**config.mk**
```make
export PLATFORM = sky130hd
export DESIGN_NAME = stack_alu4
export DESIGN_NICKNAME = d
export VERILOG_FILES = /design/src/rtl/stack_alu4_pkg.sv /design/src/rtl/stack_file.sv /design/src/rtl/alu4_core.sv /design/src/rtl/stack_alu4.sv
export SDC_FILE = /design/constraint.sdc
export NUM_CORES = 1
export LEC_CHECK = 0
export BUFFER_PORTS_ARGS = -buffer_cell sky130_fd_sc_hd__buf_2
export CORE_MARGIN = 5
export CORE_UTILIZATION = 55
export CTS_CLUSTER_SIZE = 30
export DETAILED_ROUTE_END_ITERATION = 6
export PLACE_DENSITY = 0.73
export SKIP_LAST_GASP = 1
export SLEW_MARGIN = 30
export SYNTH_ARGS = -nofsm -noshare
export SYNTH_HDL_FRONTEND = slang
export SYNTH_HIERARCHICAL = 1
export SYNTH_SLANG_ARGS = --single-unit
```
**constraint.sdc**
```tcl
create_clock -name clk -period 5.9 [get_ports clk]
set_clock_uncertainty 0.15 [all_clocks]
set_input_delay 0.59 -clock clk [delete_from_list [all_inputs] [get_ports clk]]
set_output_delay 0.59 -clock clk [all_outputs]
set_load 0.02 [all_outputs]
```
**src/rtl/stack_alu4_pkg.sv**
```systemverilog
package stack_alu4_pkg;

    localparam int unsigned DATA_W = 4;

    typedef enum logic [3:0] {
        OP_NOP  = 4'd0,
        OP_PUSH = 4'd1,
        OP_DROP = 4'd2,
        OP_ADD  = 4'd3,
        OP_ADDC = 4'd4,
        OP_SUB  = 4'd5,
        OP_AND  = 4'd6,
        OP_OR   = 4'd7,
        OP_XOR  = 4'd8,
        OP_INC  = 4'd9,
        OP_DEC  = 4'd10,
        OP_NOT  = 4'd11,
        OP_SHL  = 4'd12,
        OP_SHR  = 4'd13,
        OP_ROL  = 4'd14,
        OP_ROR  = 4'd15
    } op_e;

    // Number of entries an opcode consumes from the stack.
    function automatic logic [1:0] op_arity(input op_e op);
        case (op)
            OP_NOP, OP_PUSH:                             return 2'd0;
            OP_ADD, OP_ADDC, OP_SUB,
            OP_AND, OP_OR, OP_XOR:                       return 2'd2;
            default:                                     return 2'd1;
        endcase
    endfunction

endpackage

```
**src/rtl/stack_file.sv**
```systemverilog
module stack_file #(
    parameter int unsigned W     = 4,
    parameter int unsigned DEPTH = 8,
    localparam int unsigned AW   = $clog2(DEPTH)
) (
    input  logic          clk,
    input  logic          rst_n,
    input  logic          we,
    input  logic [AW-1:0] waddr,
    input  logic [W-1:0]  wdata,
    input  logic [AW-1:0] raddr_a,
    input  logic [AW-1:0] raddr_b,
    output logic [W-1:0]  rdata_a,
    output logic [W-1:0]  rdata_b
);

    logic [W-1:0] slot_q [DEPTH];

    for (genvar g = 0; g < DEPTH; g++) begin : g_slot
        logic [W-1:0] slot_d;
        always_comb begin
            slot_d = slot_q[g];
            if (we && (waddr == AW'(g))) begin
                slot_d = wdata;
            end
        end
        always_ff @(posedge clk or negedge rst_n) begin
            if (!rst_n) begin
                slot_q[g] <= '0;
            end else begin
                slot_q[g] <= slot_d;
            end
        end
    end

    assign rdata_a = slot_q[raddr_a];
    assign rdata_b = slot_q[raddr_b];

endmodule

```
**src/rtl/alu4_core.sv**
```systemverilog
module alu4_core
    import stack_alu4_pkg::*;
#(
    parameter int unsigned W = DATA_W
) (
    input  op_e          op,
    input  logic [W-1:0] nos,
    input  logic [W-1:0] top,
    input  logic         cin,
    output logic [W-1:0] res,
    output logic         cout,
    output logic         bflag
);

    localparam logic [W:0] ONE = {{W{1'b0}}, 1'b1};

    logic [W:0] wide;
    logic       zero_res;

    always_comb begin
        wide  = '0;
        res   = top;
        cout  = cin;
        bflag = 1'b0;
        case (op)
            OP_ADD, OP_ADDC: begin
                wide = {1'b0, nos} + {1'b0, top} + ((op == OP_ADDC && cin) ? ONE : '0);
                res  = wide[W-1:0];
                cout = wide[W];
            end
            OP_SUB: begin
                wide = {1'b0, nos} - {1'b0, top};
                res  = wide[W-1:0];
                cout = wide[W];
            end
            OP_AND: begin res = nos & top; cout = 1'b0; end
            OP_OR:  begin res = nos | top; cout = 1'b0; end
            OP_XOR: begin res = nos ^ top; cout = 1'b0; end
            OP_INC: begin
                wide = {1'b0, top} + ONE;
                res  = wide[W-1:0];
                cout = wide[W];
            end
            OP_DEC: begin
                wide = {1'b0, top} - ONE;
                res  = wide[W-1:0];
                cout = wide[W];
            end
            OP_NOT: begin res = ~top; cout = 1'b0; end
            OP_SHL: begin res = {top[W-2:0], 1'b0}; cout = top[W-1]; end
            OP_SHR: begin res = {1'b0, top[W-1:1]}; cout = top[0]; end
            OP_ROL: begin res = {top[W-2:0], cin}; cout = top[W-1]; end
            OP_ROR: begin res = {cin, top[W-1:1]}; cout = top[0]; end
            default: begin res = top; cout = cin; end
        endcase
        zero_res = (res == '0);
        case (op)
            OP_SHL, OP_SHR, OP_ROL, OP_ROR: bflag = cout;
            default:                        bflag = zero_res;
        endcase
    end

endmodule

```
**src/rtl/stack_alu4.sv**
```systemverilog
module stack_alu4
    import stack_alu4_pkg::*;
#(
    parameter int unsigned DEPTH = 8,
    localparam int unsigned W    = DATA_W,
    localparam int unsigned AW   = $clog2(DEPTH),
    localparam int unsigned CW   = $clog2(DEPTH + 1)
) (
    input  logic          clk,
    input  logic          rst_n,
    input  logic          op_valid,
    input  logic [3:0]    op_code,
    input  logic [W-1:0]  push_data,
    output logic [W-1:0]  tos,
    output logic [CW-1:0] stk_count,
    output logic          carry,
    output logic          branch,
    output logic          stk_err
);

    localparam logic [CW-1:0] FULL = CW'(DEPTH);
    localparam logic [CW-1:0] C1   = CW'(1);
    localparam logic [CW-1:0] C2   = CW'(2);

    typedef struct packed {
        logic [CW-1:0] count;
        logic          carry;
        logic          branch;
        logic          err;
    } state_t;

    state_t st_d, st_q;

    op_e           op;
    logic [CW-1:0] idx_top, idx_nos;
    logic [W-1:0]  rd_top, rd_nos;
    logic [W-1:0]  alu_res;
    logic          alu_cout, alu_bflag;
    logic          wr_en;
    logic [AW-1:0] wr_addr;
    logic [W-1:0]  wr_data;

    assign op      = op_e'(op_code);
    assign idx_top = st_q.count - C1;
    assign idx_nos = st_q.count - C2;

    stack_file #(.W(W), .DEPTH(DEPTH)) u_stack (
        .clk     (clk),
        .rst_n   (rst_n),
        .we      (wr_en),
        .waddr   (wr_addr),
        .wdata   (wr_data),
        .raddr_a (idx_top[AW-1:0]),
        .raddr_b (idx_nos[AW-1:0]),
        .rdata_a (rd_top),
        .rdata_b (rd_nos)
    );

    alu4_core #(.W(W)) u_alu (
        .op    (op),
        .nos   (rd_nos),
        .top   (rd_top),
        .cin   (st_q.carry),
        .res   (alu_res),
        .cout  (alu_cout),
        .bflag (alu_bflag)
    );

    always_comb begin
        st_d    = st_q;
        wr_en   = 1'b0;
        wr_addr = '0;
        wr_data = '0;
        if (op_valid && op != OP_NOP) begin
            if (op == OP_PUSH) begin
                if (st_q.count == FULL) begin
                    st_d.err = 1'b1;
                end else begin
                    wr_en      = 1'b1;
                    wr_addr    = st_q.count[AW-1:0];
                    wr_data    = push_data;
                    st_d.count = st_q.count + C1;
                end
            end else if (st_q.count < CW'(op_arity(op))) begin
                st_d.err = 1'b1;
            end else if (op == OP_DROP) begin
                st_d.count = idx_top;
            end else if (op_arity(op) == 2'd2) begin
                wr_en       = 1'b1;
                wr_addr     = idx_nos[AW-1:0];
                wr_data     = alu_res;
                st_d.count  = idx_top;
                st_d.carry  = alu_cout;
                st_d.branch = alu_bflag;
            end else begin
                wr_en       = 1'b1;
                wr_addr     = idx_top[AW-1:0];
                wr_data     = alu_res;
                st_d.carry  = alu_cout;
                st_d.branch = alu_bflag;
            end
        end
    end

    always_ff @(posedge clk or negedge rst_n) begin
        if (!rst_n) begin
            st_q <= '0;
        end else begin
            st_q <= st_d;
        end
    end

    assign tos       = (st_q.count == '0) ? '0 : rd_top;
    assign stk_count = st_q.count;
    assign carry     = st_q.carry;
    assign branch    = st_q.branch;
    assign stk_err   = st_q.err;

endmodule

```
==> impl_metrics.tcl, run 1 <==
set metrics [dict create \
    rsz0062_at_grt "false" \
    yosys_warnings 6 \
    cellLeakagePower_nw 1.78 \
    syn_avg_cell_area_um2 10.8 \
    r2r_slack_ps 890 \
    clk_latency_ps 300 \
    power_w 0.00229 \
    period_needed_ps 5010 \
    tritoncts "yes" \
    slew_viol_final 0 \
    cts.clk_slew.worst_paths_ps 80 \
    grt_pass1_wl_mm 15.0 \
    place_area_mm2 0.00378 \
    syn_area_mm2 0.00372 \
    clock.fmax_mhz 199 \
    grt_antenna_before_repair 0 \
    ctsHoldBuffers 0 \
    wl_per_cell_um 21.0 \
    grt_max_degree 44 \
    ant_nets 0 \
    start_kind "flop" \
    gp_congestion 0.959 \
    dp_hpwl_mm 6.67 \
    crit_chain "inv_1 > ha_1 > xor2_1 > buf_4 > mux4_1 > mux2_2 > fa_1 > fa_1 > xor2_1 > a221o_1 > o32a_1 > or4b_1 > o22ai_2 > mux2_1" \
    worst_slew_pin_slew_ps 745 \
    die_h_um 92.2 \
    required_ps 5990 \
    clock_sinks 39 \
    power-per-cell-area_mw_per_mm2 585 \
    status "finished, final reports clean" \
    async_flop_share_pct 100 \
    post-cts-setup-buffer-count 0 \
    r2r-end "branch" \
    grt_overflow 0 \
    coreArea_mm2 0.00668 \
    fin_crit_sh_pct 85.0 \
    reg2reg_depth 14 \
    vias 2973 \
    path_class "reg2reg" \
    start_util_pct 55.7 \
    syn-num-nets 379 \
    via_per_inst 6.82 \
    max_slew_margin_pct 50.3 \
    final_hold_viol_count 0 \
    setup_tns_ps 0 \
    h-tree-depth 2 \
    synth.distinct_cells 72 \
    n_antenna_cell 0 \
    cp_max_fo 12 \
    rows 30 \
    first_global_vias 2887 \
    nets 388 \
    post-place-ws_ps 1060 \
    netlist_instances 346 \
    drc 0 \
    post-route-cell-area_mm2 0.00391 \
    critical_path.top_delay_family "adder cells" \
    numCtsBuffers 5 \
    worst-path-buf-inv 2 \
    drt_wl_total_mm 9.15 \
    first_pass_iters 5 \
    io_pins 22 \
    ir_worst_vdd_v 0.000235 \
    fp.dieArea_mm2 0.00851 \
    synth_seq_cells 39 \
    root_buffer "clkbuf_8" \
    r2r_start "stk_count[1]" \
    cts_resized 0 \
    cp-end-kind "flop" \
    synth_edf_count 0 \
    yosys_most_used_dff "dfrtp_1" \
    slowest_delay_ps 540 \
    port_buffers 21 \
    fin_cells 436 \
    die_width_um 92.2 \
    area_delta_synth_final_pct 5.21 \
    cp_slowest_cell "or4b_1" \
    maxCapViolCount 0 \
    cp.arrival_ps 5100 \
    fin_ws_ps 886 \
    setup_violations 0 \
    hp-class "in2async" \
    cts_max_path_buffers 2 \
    placedCellCount 428 \
    ys_seq_area_share_pct 26.2 \
    drive_above_1_share_pct 25.3 \
    drtIter0Drc 220 \
    gr-usage-all-layers_pct 22.1 \
]
flip-flops by register name, indices dropped and copies added (netlist names):
signal          cells
u_stack/slot_q     32
carry               1
stk_count           4
stk_err             1
branch              1
metal layers:
metal	vias up	global-route usage, %	share of wire (%)
met5	-	0	0
met4	0	7.80	2.9
met3	27	4.18	6.7
met2	137	35.4	49
met1	1470	29.8	41
li1	1339	-	-
worst max path at each step:
stage | slack, ps | to | depth (start not counted) | startpoint
5_1_grt | 640 | branch | 14 | stk_count[1]
4_1_cts | 900 | branch | 14 | stk_count[1]
6_report | 890 | branch | 14 | stk_count[1]
2_1_floorplan | 1140 | branch | 14 | stk_count[1]
3_3_place_gp | 1160 | branch | 14 | stk_count[1]
3_5_place_dp | 1060 | branch | 14 | stk_count[1]
cells in the mapped netlist (5+ instances only):
cell type	count	area (um^2)
mux2i_1	8	80.1
xnor2_1	5	43.8
mux4_1	16	420
nor3_1	7	35.0
a21oi_1	15	75.1
mux2_2	41	462
buf_4	5	37.5
nand2b_1	9	56.3
buf_6	7	78.8
dfrtp_1	39	976
inv_1	21	78.8
nor2_1	20	75.1
nand3_1	9	45.0
nor2b_1	7	43.8
ha_1	19	238
clkbuf_1	5	18.8
o21ai_0	6	30.0
nand2_1	12	45.0
xor2_1	5	43.8
through the flow:
step / utilization [%] / hold WS (ps)
after detailed placement: 56.6 / 315
after global placement: 56.6 / 311
after global routing: 58.6 / 139
after floorplan: - / 144
after CTS: 58.5 / 281
final: 58.6 / 107
placed cells by master, fill, tap and decap left out, types with 8 or more instances in the layout:
master / count
a21oi_1: 15
buf_2: 20
dfrtp_1: 39
ha_1: 19
inv_1: 21
mux2_2: 41
mux2i_1: 8
mux4_1: 16
nand2_1: 12
nand2b_1: 9
nand3_1: 9
nor2_1: 20
layout make-up:
class | instances | area, um^2
flip-flops and latches | 39 | 976
clock inverters | 2 | 38.8
fillers | 557 | 2770
inverters | 22 | 82.6
multi-input cells | 264 | 2510
clock buffers | 6 | 82.6
well taps | 80 | 100
repair buffers | 23 | 123
report_power, final:
group	switching (W)	internal, W	leakage [nW]
combinational	0.000896	0.000691	1.20
sequential	0.0000935	0.000368	0.513
clock	0.000101	0.000139	0.0618
total	0.00109	0.00120	1.78
kinds of logic after synthesis:
family                     after synthesis  synth area share, %
AOI/OAI and AO/OA                       69                 14.6
xor gates and xnor gates                10                 2.35
adders and majority gates               22                 8.01
buffers and inverters                   43                 6.39
DFF                                     39                 26.2
muxes                                   67                 26.5
and+or+nand+nor                         96                 15.9
Note: power is estimated with default switching activity, not from simulation.
==> run 2, diff against run 1 <==
--- a/config.mk
+++ b/config.mk
@@ -10,7 +10,7 @@
 export CORE_UTILIZATION = 55
 export CTS_CLUSTER_SIZE = 30
 export DETAILED_ROUTE_END_ITERATION = 6
-export PLACE_DENSITY = 0.73
+export PLACE_DENSITY = 0.76
 export SKIP_LAST_GASP = 1
 export SLEW_MARGIN = 30
 export SYNTH_ARGS = -nofsm -noshare
==> constraint.sdc (replaced) <==
create_clock -name clk -period 4.3 [get_ports clk]
set_clock_uncertainty 0.15 [all_clocks]
set_input_delay 0.43 -clock clk [delete_from_list [all_inputs] [get_ports clk]]
set_output_delay 0.43 -clock clk [all_outputs]
set_load 0.02 [all_outputs]
==> run 2 against run 1 <==
Net effect: non-clock buffer count up 14; register-to-register slack worse by 740 ps; sequential share of layout area down 0.92 points; critical path type unchanged; critical endpoint unchanged; highest routed layer unchanged.
==> impl_metrics.tcl, run 2 (same netlist as run 1, synthesis figures left out) <==
set metrics [dict create \
    grt_antenna_before_repair 0 \
    wl_met1_mm 4.09 \
    period_needed_ps 4160 \
    power_w 0.00332 \
    cp-end-kind "flop" \
    maxCapViolCount 0 \
    clock.fmax_mhz 241 \
    die_h_um 92.2 \
    cts.clk_slew.worst_paths_ps 80 \
    vias 2954 \
    n_antenna_cell 0 \
    area_delta_synth_final_pct 9.65 \
    hp-class "in2reg" \
    ant_nets 0 \
    fin_ws_ps 144 \
    power-per-cell-area_mw_per_mm2 815 \
    h-tree-depth 2 \
    start_util_pct 55.7 \
    path_class "reg2reg" \
    wl_met2_mm 4.55 \
    hold_depth 3 \
    root_buffer "clkbuf_8" \
    seq_power_share_pct 18.8 \
    dp_hpwl_mm 6.79 \
    p_int_w 0.00180 \
    max_slew_margin_pct 60.2 \
    grt_overflow 0 \
    met3_length_um 458 \
    clk_latency_ps 300 \
    setup_tns_ps 0 \
    startpoint "stk_count[2]" \
    p_comb_share_pct 70.2 \
    drive_above_1_share_pct 30.3 \
    final_common_cell "mux2_2" \
    drtIter0Drc 194 \
    cp_max_fo 4 \
    gp_congestion 0.979 \
    coreArea_mm2 0.00668 \
    rows 30 \
    drt_wl_total_mm 9.31 \
    worst_slew_pin_slew_ps 597 \
    first_global_vias 2968 \
    gr-usage-all-layers_pct 22.6 \
    largest_reg_flops 32 \
    nets 402 \
    grt_max_degree 40 \
    fp.dieArea_mm2 0.00851 \
    port_buffers 21 \
    clock_sinks 39 \
    numCtsBuffers 5 \
    rsz0062_at_grt "false" \
    via_per_inst 6.56 \
    ir_worst_vdd_v 0.000433 \
    fin_crit_sh_pct 96.7 \
    tritoncts "yes" \
    reg2reg_depth 13 \
    wl_per_cell_um 20.7 \
    largest-register "u_stack/slot_q" \
    die_width_um 92.2 \
    r2r_start "stk_count[2]" \
    p_clk_share_pct 11.0 \
    swShare_pct 45.9 \
    required_ps 4390 \
    status "finished, final reports clean" \
    top_layer "met4" \
    min_from "op_valid" \
    final_cell_mix "mux2_2, dfrtp_1, buf_2" \
    post-place-ws_ps 84.1 \
    cellLeakagePower_nw 1.85 \
    p_sw_w 0.00153 \
    slew_viol_final 0 \
    final_hold_viol_count 0 \
    cts_max_path_buffers 2 \
    setup_violations 0 \
    first_pass_iters 5 \
    start_kind "flop" \
    cp.arrival_ps 4250 \
    io_pins 22 \
    grt_pass1_wl_mm 15.3 \
    drc 0 \
]
run 2: cell types whose count changed in the layout (fill, tap and decap cells not counted), sizes merged:
cell         previous run  this run
buf                    23        36
bufinv                  1         2
dlygate4sd3             0         1
inv                    23        22
run 2: power groups by stage:
| stage | Combinational [W] | Sequential, W | Clock, W |
|---|---|---|---|
| final | 0.00233 | 0.000625 | 0.000367 |
| after global routing | 0.00255 | 0.000640 | 0.000389 |
| after CTS | 0.00226 | 0.000625 | 0.000373 |
| after detailed placement | 0.00224 | 0.000631 | 0 |
| after global placement | 0.00219 | 0.000624 | 0 |
| after floorplan | 0.00166 | 0.000630 | 0 |
run 2: per-stage QoR:
step | utilization, % | hold WS [ps] | cells | area, um^2
3_5_place_dp | 58.4 | 345 | 440 | 3900
2_1_floorplan | - | -15.6 | 346 | 3750
4_1_cts | 60.4 | 120 | 448 | 4040
5_1_grt | 61.0 | 357 | 450 | 4080
6_report | 61.0 | 344 | 450 | 4080
3_3_place_gp | 58.4 | 342 | 440 | 3900
run 2: worst paths after layout:
path,end,slack [ps]
max,branch,140
min,stk_err,340
max reg2reg,branch,140
min reg2reg,stk_err,370
max in group asynchronous,stk_count[0],3090
min in group asynchronous,stk_err,540
run 2: area by class of cell:
cell class                      count  area, um^2
Clock inverter                      2        60.1
Tap cell                           80         100
Fill cell                         529        2600
Multi-Input combinational cell    264        2550
Inverter                           22        85.1
Timing Repair Buffer               37         230
Clock buffer                        6        72.6
Sequential cell                    39         980
run 2: repair_timing:
item | 4_1_cts | 5_1_grt
gates resized for setup | 0 | 4
setup endpoints to repair | 0 | 25
hold endpoints to repair | 0 | 31
setup buffers | 0 | 1
hold buffers | 0 | 1
run 2: routing by layer:
layer | GRT usage, % | vias to the layer above
met1 | 30.0 | 1477
met2 | 37.2 | 95
met3 | 4.02 | 19
met4 | 7.43 | 0
li1 | - | 1363
met5 | 0 | -
run 2: worst max-delay path, stage by stage, from the launching register on:
cell     delay (ps)
dfrtp_2         430
inv_1           130
ha_1            260
inv_1           120
mux4_1          300
mux2_2          330
fa_2            380
fa_2            360
xor2_1          150
a221o_1         300
o32a_1          350
or4b_1          550
o22ai_2         150
mux2_1          150
==> run 3, diff against run 2 <==
--- a/config.mk
+++ b/config.mk
@@ -7,10 +7,9 @@
 export LEC_CHECK = 0
 export BUFFER_PORTS_ARGS = -buffer_cell sky130_fd_sc_hd__buf_2
 export CORE_MARGIN = 5
-export CORE_UTILIZATION = 55
+export CORE_UTILIZATION = 30
 export CTS_CLUSTER_SIZE = 30
 export DETAILED_ROUTE_END_ITERATION = 6
-export PLACE_DENSITY = 0.76
 export SKIP_LAST_GASP = 1
 export SLEW_MARGIN = 30
 export SYNTH_ARGS = -nofsm -noshare
==> run 3 against run 2 <==
Net effect: the run now ends with hold timing left; register-to-register slack barely moved; worst hold slack got worse by 380 ps; flip-flop and latch count did not move; maximum frequency rose by 0.16%; largest cell class unchanged; sequential power fell by 2%; via count fell by 0.34%; critical path type unchanged; wire length rose by 1.7%; core utilization fell by 26 points; sequential share of layout area fell by 0.87 points; count of clock-buffer cells in the layout fell by 1.
==> impl_metrics.tcl, run 3 (same netlist as run 1, synthesis figures left out) <==
set metrics [dict create \
    maxCapViolCount 0 \
    rsz0062_at_grt "false" \
    worst-path-buf-inv 2 \
    h-tree-depth 2 \
    vias 2944 \
    p_sw_w 0.00155 \
    setup_violations 0 \
    clock.fmax_mhz 241 \
    fp.dieArea_mm2 0.0147 \
    wl_per_cell_um 17.6 \
    tritoncts "yes" \
    cts.clk_slew.worst_paths_ps 60 \
    path_class "reg2reg" \
    area_delta_synth_final_pct 13.8 \
    cellLeakagePower_nw 1.87 \
    root_buffer "clkbuf_16" \
    grt_overflow 0 \
    drive_above_1_share_pct 31.4 \
    top_layer "met4" \
    wl_met2_mm 4.61 \
    cts_max_path_buffers 2 \
    required_ps 4370 \
    slew_viol_final 0 \
    gp_congestion 0.925 \
    nets 402 \
    drt_wl_total_mm 9.46 \
    final_cell_mix "mux2_2, dfrtp_1, buf_2" \
    crit_top_cell "fa_2" \
    ant_nets 0 \
    post-place-ws_ps 112 \
    seq_power_share_pct 17.8 \
    power-per-cell-area_mw_per_mm2 814 \
    start_kind "flop" \
    clock_sinks 39 \
    crit_chain "inv_4 > ha_1 > inv_2 > mux4_2 > mux2_2 > fa_2 > fa_2 > xor2_1 > a221o_1 > o32a_1 > or4b_1 > o22ai_2 > mux2_1" \
    gr-usage-all-layers_pct 13.1 \
    critical_path.top_delay_family "adder cells" \
    final_common_cell "mux2_2" \
    grt_max_degree 40 \
    p_clk_share_pct 14.3 \
    whs_ps -34.2 \
    swShare_pct 44.9 \
    place_area_mm2 0.00401 \
    status "complete, but fails checks" \
    max_slew_margin_pct 59.4 \
    drtIter0Drc 211 \
    largest-register "u_stack/slot_q" \
    period_needed_ps 4150 \
    r2r_start "stk_count[1]" \
    ir_worst_vdd_v 0.000478 \
    fin_crit_sh_pct 96.5 \
    first_global_vias 2888 \
    startpoint "stk_count[1]" \
    start_util_pct 30.8 \
    die_h_um 121 \
    slowest_delay_ps 530 \
    clk_latency_ps 280 \
    first_pass_iters 5 \
    setup_tns_ps 0 \
    coreArea_mm2 0.0121 \
    ctsHoldBuffers 0 \
    met3_length_um 518 \
    cp-end-kind "flop" \
    p_int_w 0.00190 \
    largest_reg_flops 32 \
    cp_slowest_cell "or4b_1" \
    hp-class "in2async" \
    rows 40 \
    io_pins 22 \
    dp_hpwl_mm 7.24 \
    die_width_um 121 \
    cp_max_fo 6 \
    final_util_pct 35.1 \
    worst_slew_pin_slew_ps 607 \
    p_comb_share_pct 68.0 \
    fin_ws_ps 150 \
    power_w 0.00344 \
    cp.arrival_ps 4220 \
    numCtsBuffers 5 \
    post-route-cell-area_mm2 0.00423 \
    n_antenna_cell 0 \
    final_hold_viol_count 39 \
    violations "hold timing" \
    port_buffers 21 \
    wl_met1_mm 4.14 \
    grt_pass1_wl_mm 15.4 \
    grt_antenna_before_repair 0 \
    drc 0 \
    via_per_inst 5.47 \
]
run 3: worst reg2reg max path, cell delays in order (launching register included):
cell and delay, ps:
dfrtp_2 420, inv_4 100, ha_1 270, inv_2 100, mux4_2 320, mux2_2 340, fa_2 400, fa_2 370
xor2_1 150, a221o_1 300, o32a_1 340, or4b_1 530, o22ai_2 150, mux2_1 140
run 3: stage by stage:
step / hold slack, ps / std cells
final: -34.2 / 538
after global routing: 10.1 / 538
after CTS: 140 / 536
after detailed placement: 317 / 528
after global placement: 316 / 528
after floorplan: -15.6 / 346
run 3: cell type report:
type / count / area [um^2]
inverter: 22 / 85.1
sequential: 39 / 980
timing repair buffer: 37 / 228
clock buffer: 5 / 125
tap: 168 / 210
multi-input combinational: 264 / 2530
clock inverter: 3 / 71.3
fill: 1206 / 7830
run 3: path summary, 6_finish.rpt:
check | end | slack (ps) | depth (start not counted)
setup / recovery | branch | 150 | 13
setup reg to reg | branch | 150 | 13
hold / removal | u_stack/slot_q[26] | -30 | 1
min in group clk | stk_err | 330 | 1
max in group asynchronous | stk_count[0] | 3660 | 1
hold reg to reg | stk_err | 330 | 1
run 3: metal layers:
| layer | vias up | track usage, % |
|---|---|---|
| met2 | 131 | 22.3 |
| met5 | - | 0 |
| met1 | 1431 | 17.5 |
| li1 | 1358 | - |
| met3 | 24 | 2.10 |
| met4 | 0 | 3.15 |
run 3: power groups by stage:
stage | clock network, W | logic (W) | registers, W
after floorplan | 0 | 0.00166 | 0.000630
after global placement | 0 | 0.00226 | 0.000620
after detailed placement | 0 | 0.00227 | 0.000623
after CTS | 0.000503 | 0.00228 | 0.000619
after global routing | 0.000517 | 0.00254 | 0.000634
final | 0.000491 | 0.00234 | 0.000612
run 3: repair_timing:
action,CTS,global route
setup endpoints to repair,0,10
gates resized for setup,0,5
setup buffers,0,2
